--- src/rtl/ring_dist_pkg.sv ---
package ring_dist_pkg;
    localparam int STAGES = 3;
    localparam int PHASES = 2 * STAGES;

    typedef logic [STAGES-1:0] stage_vec_t;
    typedef logic [PHASES-1:0] pos_vec_t;

    typedef struct packed {
        stage_vec_t stage;
    } ring_state_t;

    function automatic int unsigned wrap_idx(input int i);
        return unsigned'((i + STAGES) % STAGES);
    endfunction

    function automatic stage_vec_t reset_state(input int unsigned zero_stage);
        stage_vec_t v;
        v = '1;
        v[zero_stage] = 1'b0;
        return v;
    endfunction
endpackage

--- src/rtl/ring_cell.sv ---
module ring_cell (
    input  logic back_i,
    input  logic fwd_n_i,
    input  logic y_q_i,
    output logic y_d_o
);
    always_comb begin
        if (back_i && fwd_n_i) begin
            y_d_o = 1'b0;
        end else if (!back_i && !fwd_n_i) begin
            y_d_o = 1'b1;
        end else begin
            y_d_o = y_q_i;
        end
    end
endmodule

--- src/rtl/group_indicator.sv ---
module group_indicator
    import ring_dist_pkg::*;
(
    input  stage_vec_t stage_i,
    output logic       ind_o
);
    logic [STAGES-1:0] pair_and;

    for (genvar g = 0; g < STAGES; g++) begin : g_pair
        assign pair_and[g] = stage_i[g] & stage_i[(g + 1) % STAGES];
    end

    assign ind_o = |pair_and;
endmodule

--- src/rtl/phase_decoder.sv ---
module phase_decoder
    import ring_dist_pkg::*;
(
    input  stage_vec_t stage_i,
    input  logic       two_ones_i,
    output pos_vec_t   pos_o
);
    // zero-at-stage s maps to even position, lone-one-at-stage s to odd
    function automatic int unsigned even_pos(input int unsigned s);
        return unsigned'((2 * ((STAGES - int'(s)) % STAGES)) % PHASES);
    endfunction

    function automatic int unsigned odd_pos(input int unsigned s);
        return unsigned'(2 * ((1 - int'(s) + STAGES) % STAGES) + 1);
    endfunction

    always_comb begin
        pos_o = '0;
        for (int s = 0; s < STAGES; s++) begin
            if (two_ones_i && !stage_i[s]) begin
                pos_o[even_pos(unsigned'(s))] = 1'b1;
            end
            if (!two_ones_i && stage_i[s]) begin
                pos_o[odd_pos(unsigned'(s))] = 1'b1;
            end
        end
    end
endmodule

--- src/rtl/ring_dist_top.sv ---
module ring_dist_top
    import ring_dist_pkg::*;
#(
    parameter int unsigned RST_ZERO_STAGE = 0
) (
    input  logic              clk,
    input  logic              rst_n,
    output logic [STAGES-1:0] stage_o,
    output logic              ind_o,
    output logic [PHASES-1:0] pos_o
);
    localparam stage_vec_t RST_VEC = reset_state(RST_ZERO_STAGE);

    ring_state_t ring_d;
    ring_state_t ring_q;
    stage_vec_t  cell_d;

    for (genvar i = 0; i < STAGES; i++) begin : g_cell
        ring_cell cell_i (
            .back_i  (ring_q.stage[(i + STAGES - 1) % STAGES]),
            .fwd_n_i (~ring_q.stage[(i + 1) % STAGES]),
            .y_q_i   (ring_q.stage[i]),
            .y_d_o   (cell_d[i])
        );
    end

    always_comb begin
        ring_d       = ring_q;
        ring_d.stage = cell_d;
        if (!rst_n) begin
            ring_d.stage = RST_VEC;
        end
    end

    always_ff @(posedge clk) begin
        ring_q <= ring_d;
    end

    group_indicator ind_i (
        .stage_i (ring_q.stage),
        .ind_o   (ind_o)
    );

    phase_decoder dec_i (
        .stage_i    (ring_q.stage),
        .two_ones_i (ind_o),
        .pos_o      (pos_o)
    );

    assign stage_o = ring_q.stage;
endmodule

--- config.mk ---
export PLATFORM = sky130hd
export DESIGN_NAME = ring_dist_top
export DESIGN_NICKNAME = d
export VERILOG_FILES = /design/src/rtl/ring_dist_pkg.sv /design/src/rtl/ring_cell.sv /design/src/rtl/group_indicator.sv /design/src/rtl/phase_decoder.sv /design/src/rtl/ring_dist_top.sv
export SDC_FILE = /design/constraint.sdc
export NUM_CORES = 1
export LEC_CHECK = 0
export BUFFER_PORTS_ARGS = -buffer_cell sky130_fd_sc_hd__buf_2
export CORE_AREA = 2 2 39 41
export CTS_BUF_LIST = sky130_fd_sc_hd__clkbuf_2 sky130_fd_sc_hd__clkbuf_4 sky130_fd_sc_hd__clkbuf_8
export CTS_CLUSTER_SIZE = 30
export DETAILED_ROUTE_END_ITERATION = 10
export DIE_AREA = 0 0 41 43
export PLACE_DENSITY = 0.49
export SYNTH_ARGS = -nofsm -noshare
export SYNTH_HDL_FRONTEND = slang
export SYNTH_SLANG_ARGS = --single-unit
--- constraint.sdc ---
create_clock -name clk -period 2.5 [get_ports clk]
set_clock_uncertainty 0.05 [all_clocks]
set_input_delay 0.125 -clock clk [delete_from_list [all_inputs] [get_ports clk]]
set_output_delay 0.125 -clock clk [all_outputs]
set_load 0.01 [all_outputs]
Yosys cells after proc, flatten, opt, wreduce, memory -nomap -nowiden
Cells that the tools add are included.
{"block": "word_totals", "register_bits": 3, "latch_bits": 0, "ram_bits": 0, "rom_bits": 0, "output_inout_bits": 10, "memories": 0}
{"block": "classes", "addsub": 0, "multipliers": 0, "n_div": 0, "magnitude_cmp": 0, "n_eq_ne": 0, "shifts": 0, "n_mux": 10, "n_bitwise": 7, "reduce_logical": 20}
{"cell": "$logic_and 1x1->1", "n": 12}
{"cell": "$mux 1", "n": 10}
{"cell": "$logic_not 1->1", "n": 4}
{"cell": "$not 1->1", "n": 4}
{"cell": "$reduce_bool 2->1", "n": 2}
{"cell": "$and 1x1->1", "n": 3}
{"cell": "$reduce_or 3->1", "n": 1}
{"cell": "$reduce_or 2->1", "n": 1}

Longest topological paths before layout
Gate-level depths: netlist of run 1.
{"block": "depth", "depth_word": 5, "mapped_depth": 4, "ltp_nobuf": 4}

By module
Synthesis of run 1 repeated with hierarchy kept, for this count alone.
{"block": "unflattened", "hier_cells": 25, "hier_area_um2": 198.9}
{"module": "ring_dist_top", "instances": 1, "cells_per_inst": 9, "area_per_inst_um2": 90.1}
{"module": "ring_cell", "instances": 3, "cells_per_inst": 3, "area_per_inst_um2": 18.8}
{"module": "phase_decoder", "instances": 1, "cells_per_inst": 6, "area_per_inst_um2": 41.3}
{"module": "group_indicator", "instances": 1, "cells_per_inst": 1, "area_per_inst_um2": 11.3}

Worst setup path after synthesis of run 1
OpenSTA, ideal clock, no wires.
{"block": "synth_timing", "path_type": "reg2out", "startpoint": "register ring_q (netlist bit stage_o[1])", "endpoint": "output pos_o[3]", "t_arrival_ps": 1028, "slack_ps": 1297, "stages_incl_launch_ff": 4, "n_path_buf": 0, "cell_sequence": "dfxtp_1 > ha_1 > a211oi_2 > and2_1"}
{"block": "synth_between", "elab_chain_cells": 5, "word_cells_on_any_way": 6}
{"element": "start: declaration", "line_no": "ring_dist_top.sv:15", "text": "ring_state_t ring_q;"}
{"element": "start signal: assignment", "line_no": "ring_dist_top.sv:36", "text": "ring_q <= ring_d;"}
{"element": "$and 1x1->1", "line_no": "group_indicator.sv:10", "text": "assign pair_and[g] = stage_i[g] & stage_i[(g + 1) % STAGES];"}
{"element": "$reduce_or 3->1 *", "line_no": "group_indicator.sv:13", "text": "assign ind_o = |pair_and;"}
{"element": "$logic_not 1->1 *", "line_no": "phase_decoder.sv:23", "text": "if (!two_ones_i && stage_i[s]) begin"}
{"element": "$logic_and 1x1->1 *", "line_no": "phase_decoder.sv:23"}
{"element": "$mux 1 *", "line_no": "phase_decoder.sv:23"}
{"element": "end: declaration", "line_no": "ring_dist_top.sv:10", "text": "output logic [PHASES-1:0] pos_o"}
Mark *: on every way between the ends. The rest lies on a longest branch, timed or not.

Worst setup path after layout of run 1
{"block": "layout_timing", "startpoint": "register ring_q (netlist bit stage_o[1])", "endpoint": "output pos_o[1]"}
{"block": "layout_between", "elab_chain_cells": 5, "word_cells_on_any_way": 6}
{"element": "$and 1x1->1", "line_no": "group_indicator.sv:10"}
{"element": "$reduce_or 3->1", "line_no": "group_indicator.sv:13"}
{"element": "$logic_not 1->1", "line_no": "phase_decoder.sv:23"}
{"element": "$logic_and 1x1->1 *", "line_no": "phase_decoder.sv:23"}
{"element": "$mux 1 *", "line_no": "phase_decoder.sv:23"}
Marks and branches as above.

==> results of run 1 <==
[through the flow]
| stage | hold slack, ps | utilization, % | area (sq um) |
|---|---|---|---|
| 2_1_floorplan | 151 | - | 245 |
| 3_3_place_gp | 285 | 21.5 | 298 |
| 3_5_place_dp | 283 | 21.5 | 298 |
| 4_1_cts | 38.9 | 23.7 | 328 |
| 5_1_grt | 51.0 | 23.7 | 328 |
| 6_report | 45.3 | 23.7 | 328 |
[final cells by class]
type                            count  area, sq um  area share, %
Inverter                            3         11.3           3.44
Timing Repair Buffer               11         55.1           16.8
Sequential cell                     3         60.1           18.3
Multi-Input combinational cell     21          151           46.2
Clock buffer                        4         30.0           9.16
Tap cell                           16         20.0           6.11
[routing by layer]
layer  routed length [um]  global-route usage (%)  up-vias
li1                     -                       -      119
met1                  189                    6.39      100
met2                  233                    8.13        6
met3                   20                    1.57        0
met4                    0                    8.00        0
met5                    0                       0        -
[cells in the final DEF, fill, tap and decap left out, drive strengths merged]
cell type / count
buf: 11
nor2: 4
nor2b: 4
ha: 4
clkbuf: 4
dfxtp: 3
inv: 3
o21ai: 2
a211oi: 1
nor4: 1
and2: 1
nand2: 1
o21bai: 1
a21boi: 1
and3: 1
[worst max-delay path by stage]
stage | from | endpoint | slack (ps) | cells after the start
after floorplan | stage_o[1]$_SDFFE_PN1P_ | pos_o[3] | 1300 | 3
after global placement | stage_o[1]$_SDFFE_PN1P_ | pos_o[1] | 1150 | 4
after detailed placement | stage_o[0]$_SDFFE_PP0P_ | pos_o[3] | 1140 | 4
after CTS | stage_o[0]$_SDFFE_PP0P_ | pos_o[3] | 880 | 4
after global routing | stage_o[1]$_SDFFE_PN1P_ | pos_o[3] | 750 | 4
final | stage_o[1]$_SDFFE_PN1P_ | pos_o[1] | 910 | 4
[logic make-up after synthesis]
| logic type | count (synthesis) |
|---|---|
| AOI/OAI and AO/OA | 5 |
| adders and majority gates | 4 |
| buffers and inverters | 6 |
| DFF | 3 |
| and+or+nand+nor | 12 |
[report_power, final]
group	internal (uW)	switching [uW]	leakage, uW
combinational	47.2	48.7	0.000121
clock	70.6	24.2	0.0000184
sequential	55.9	17.3	0.0000248
==> qor.csv, run 1 <==
metric,value,unit
Port Buffers,11,
crit-path leading delay family,flip-flops,
r2r worst-path depth,4,
initial core utilization,17.7,%
Filler Cell Count,158,
hold_buf cts,0,
Tot GR Track Use,6.11,%
Mean Syn Cell Area,8.17,sq um
Synth Net Count,36,
Worst setup SP type,flip-flop,
CTS Buf Count,3,
CP arrival,1420,ps
Pwr Total,264,uW
Die H,43,um
CP max FO,10,
Post-Synth XOR/XNOR Area,0,%
clk sink count,3,
Crit path required time,2330,ps
simple-gate share of the synthesized area,26.0,%
Max Cap Viol,0,
worst vdd ir,96.9,uV
largest net degree at the start of global routing,11,
I/O Pins,12,
hold path startpoint,rst_n,
setup ws final,906,ps
layout cells sized above 1,42.9,%
RSZ-0062 raised after global routing,no,
die area,1760,sq um
DRT Pass-1 Iters,2,
prevailing post-synth register cell,dfxtp_1,
WL per Instance,7.66,um
Clock Tree Buf Depth,2,
DRT Wirelength,444,um
register-to-register setup slack,1240,ps
CTS H-Tree Depth,1,
post_cts resized,0,
net count reported at finish,49,
Die W,41,um
post-synth top area share,24.5,%
vias in the first global route,177,
Max-slew headroom,78.5,%
Slowest cell on crit path,dfxtp_1,
final period utilization,63.8,%
Synth Area in Compound Gates,15.3,%
"worst slack, placed",1140,ps
clock-pin slew on the worst setup and hold paths,30,ps
final hold viol count,0,
Starting DRT DRC Count,2,
post-route minimum period,1590,ps
first-pass GRT wire length,683,um
vias,225,
status,"finished, final reports clean",
later-pin clock latency in the skew report,230,ps
"Seq/Total Area, Yosys",24.5,%
crit end category,primary output,
distinct cell type count after synthesis,16,
Synth top cells by count,"ha_1 (4), nor2_1 (4), nor2b_1 (4), buf_4 (3), dfxtp_1 (3)",
WHS Path Cells,2,
Pwr Density,805,nW/um^2
max FFs per register,3,
DR vias/cell,3.88,
grt ovf,0,
r2r endpoint,stage_o[2]$_SDFFE_PN1P_,
post-synthesis to final-layout area growth,33.7,%
root buffer cell,clkbuf_4,
GPL Wtd Cong,0.556,
post-DP HPWL,328,um
CTS tree,done,
Setup CP Type,flip-flop to primary output,
"slowest stage delay, CP",500,ps
Rows,14,
Worst Tran Pin Value,322,ps
Post-synth EDFFs,0,
Setup Viol. Count Final,0,
Yosys top cell by area,dfxtp_1,
yosys warns,0,
RR Startpoint,stage_o[0]$_SDFFE_PP0P_,
Post-Synth Adder-Cell Area,20.4,%
Seq cells post-synth,3,
Hold EP,stage_o[1]$_SDFFE_PN1P_,
max-slew violation count,0,
"Buf+Inv Stages, Crit Path",1,
Core Area,1380,sq um
largest family of logic cells by synthesized area,simple AND/OR/NAND/NOR gates,
Setup TNS,0,ps
Post-Syn Area,245,sq um
Post-CTS Setup Bufs,0,
antenna diode count,0,
Non-Filler Instances,58,
Hold Path Class,input pin to flip-flop,
proportion of synthesized area in mux cells,0,%
final antenna-violating net count,0,
dpl cells,54,
Async SR Flop Fraction,0,%
DRC,0,
"Cell Chain, Critical Path","ha_1, nor2_1, and3_2, buf_2",
antenna violations before repair,0,
Synth Instances,30,
LEAKAGE,0.000165,uW
FMAX,0.627,GHz
largest cells by area after synthesis,"dfxtp_1 (24%), ha_1 (20%), nor2b_1 (10%), buf_4 (9.2%), nor2_1 (6.1%)",
Note: power is estimated with default switching activity, not from simulation.
==> run 2: changes to the inputs <==
--- a/config.mk
+++ b/config.mk
@@ -11,7 +11,7 @@
 export CTS_CLUSTER_SIZE = 30
 export DETAILED_ROUTE_END_ITERATION = 10
 export DIE_AREA = 0 0 41 43
-export PLACE_DENSITY = 0.49
+export PLACE_DENSITY = 0.5
 export SYNTH_ARGS = -nofsm -noshare
 export SYNTH_HDL_FRONTEND = slang
 export SYNTH_SLANG_ARGS = --single-unit
==> constraint.sdc (replaced) <==
create_clock -name clk -period 1.4 [get_ports clk]
set_clock_uncertainty 0.05 [all_clocks]
set_input_delay 0.07 -clock clk [delete_from_list [all_inputs] [get_ports clk]]
set_output_delay 0.07 -clock clk [all_outputs]
set_load 0.01 [all_outputs]
==> qor.csv, run 2 (synthesis results as in run 1) <==
metric,value,unit,change
WHS Path Cells,3,,+1
LEAKAGE,0.000184,uW,+12%
Setup CP Type,flip-flop to primary output,,
antenna violations before repair,0,,unchanged
Pwr Density,1350,nW/um^2,+67%
final period utilization,98.5,%,
internal power,348,uW,+100%
GPL Wtd Cong,0.609,,+9.5%
CP arrival,1260,ps,-160 ps
crit end category,primary output,,
status,"finished, final reports clean",,
net count reported at finish,53,,+8.2%
final antenna-violating net count,0,,unchanged
I/O Pins,12,,unchanged
Die W,41,um,unchanged
clock-pin slew on the worst setup and hold paths,30,ps,about the same
Port Buffers,11,,unchanged
r2r worst-path depth,4,,unchanged
hold_ws,526,ps,+481 ps
Core Area,1380,sq um,unchanged
Filler Cell Count,152,,-3.8%
die area,1760,sq um,unchanged
clk sink count,3,,unchanged
post-synthesis to final-layout area growth,60.2,%,
CTS Buf Count,3,,unchanged
layout cells sized above 1,58.7,%,+16 points
DRC,0,,unchanged
vias in the first global route,208,,+18%
Pwr Total,529,uW,+100%
"leading cell type in the layout, fill and taps excluded",buf_2,,
vias,238,,+5.8%
Hold Path Class,input pin to flip-flop,,
Max Cap Viol,0,,unchanged
Starting DRT DRC Count,3,,+1
Post-CTS Setup Bufs,0,,unchanged
DRT Pass-1 Iters,3,,+1
Crit path required time,1280,ps,-1050 ps
CTS tree,done,,
grt ovf,0,,unchanged
WL per Instance,8.56,um,+12%
Setup TNS,0,ps,unchanged
FMAX,0.725,GHz,
largest net degree at the start of global routing,9,,-2
post-DP HPWL,401,um,+22%
initial core utilization,17.7,%,unchanged
first-pass GRT wire length,814,um,+19%
DRT Wirelength,531,um,+20%
CTS H-Tree Depth,1,,unchanged
worst vdd ir,362,uV,+270%
DR vias/cell,3.84,,-1.0%
post-route minimum period,1380,ps,
root buffer cell,clkbuf_4,,
most frequent cells in the layout,"buf_2 (11), nor2b_1 (4), clkbuf_4 (4), nor2_1 (3), dfxtp_2 (3)",,
clock share of power,31.9,%,-4.0 points
max FFs per register,3,,unchanged
Sequential Power Share,23.4,%,-4.3 points
Setup Viol. Count Final,0,,unchanged
final hold viol count,0,,unchanged
Clock Tree Buf Depth,2,,unchanged
antenna diode count,0,,unchanged
Tot GR Track Use,7.53,%,+1.4 points
Worst Tran Pin Value,219,ps,-103 ps
switching share of total power,34.1,%,-0.048 points
later-pin clock latency in the skew report,230,ps,about the same
combinational share of power,44.7,%,+8.4 points
Rows,14,,unchanged
Max-slew headroom,85.3,%,+6.7 points
RSZ-0062 raised after global routing,yes,,
CP max FO,5,,-5
Die H,43,um,unchanged
Worst setup SP type,flip-flop,,
max-slew violation count,0,,unchanged
Net Sw Power,181,uW,+100%
==> run 2: changes by cell type in the layout (fill, tap and decap cells not counted), sizes merged <==
cell / delta
dlygate4sd3: +1
buf: +3
==> run 2: what timing repair did <==
action,4_1_cts,5_1_grt
endpoints found under the setup margin,4,5
gates resized for setup,3,6
hold endpoints to repair,2,0
pin swaps,1,2
hold buffers,1,0
==> run 2: power groups by stage <==
stage          clock, uW  sequential (uW)  combinational [uW]
6_report             169              124                 236
5_1_grt              187              125                 272
4_1_cts              179              120                 212
3_5_place_dp           0              118                 209
3_3_place_gp           0              118                 209
2_1_floorplan          0              124                 137
==> run 2: path summary, 6_finish.rpt <==
kind / startpoint / slack [ps] / to
worst max-delay path: stage_o[0]$_SDFFE_PP0P_ / 20 / pos_o[3]
worst min-delay path: rst_n / 530 / stage_o[1]$_SDFFE_PN1P_
worst min register to register: stage_o[1]$_SDFFE_PN1P_ / 580 / stage_o[0]$_SDFFE_PP0P_
worst max register to register: stage_o[0]$_SDFFE_PP0P_ / 250 / stage_o[2]$_SDFFE_PN1P_
==> run 2: layout make-up <==
class | count | area (sq um) | area share, %
clock buffers | 4 | 30.0 | 7.64
inverters | 3 | 11.3 | 2.87
multi-input cells | 21 | 176 | 44.9
flip-flops and latches | 3 | 63.8 | 16.2
well taps | 16 | 20.0 | 5.10
repair buffers | 15 | 91.3 | 23.2
==> run 2: metal layers <==
| metal | track usage, % | share of wire (%) |
|---|---|---|
| met1 | 7.07 | 40 |
| met5 | 0 | 0 |
| met4 | 10.0 | 2.6 |
| met2 | 10.0 | 52 |
| met3 | 3.14 | 4.3 |
==> run 2: worst max-delay path: stages, from the launching register on <==
cell	delay, ps
dfxtp_2	340
ha_2	230
a211oi_4	190
and2_1	150
buf_2	120
==> run 2: stage by stage <==
step	utilization, %	instances	instance area [sq um]	setup slack, ps
after floorplan	-	30	245	247
after global placement	23.1	57	320	209
after detailed placement	23.1	57	320	174
after CTS	26.4	62	365	-17.9
after global routing	28.4	62	393	-37.3
final	28.4	62	393	21.3
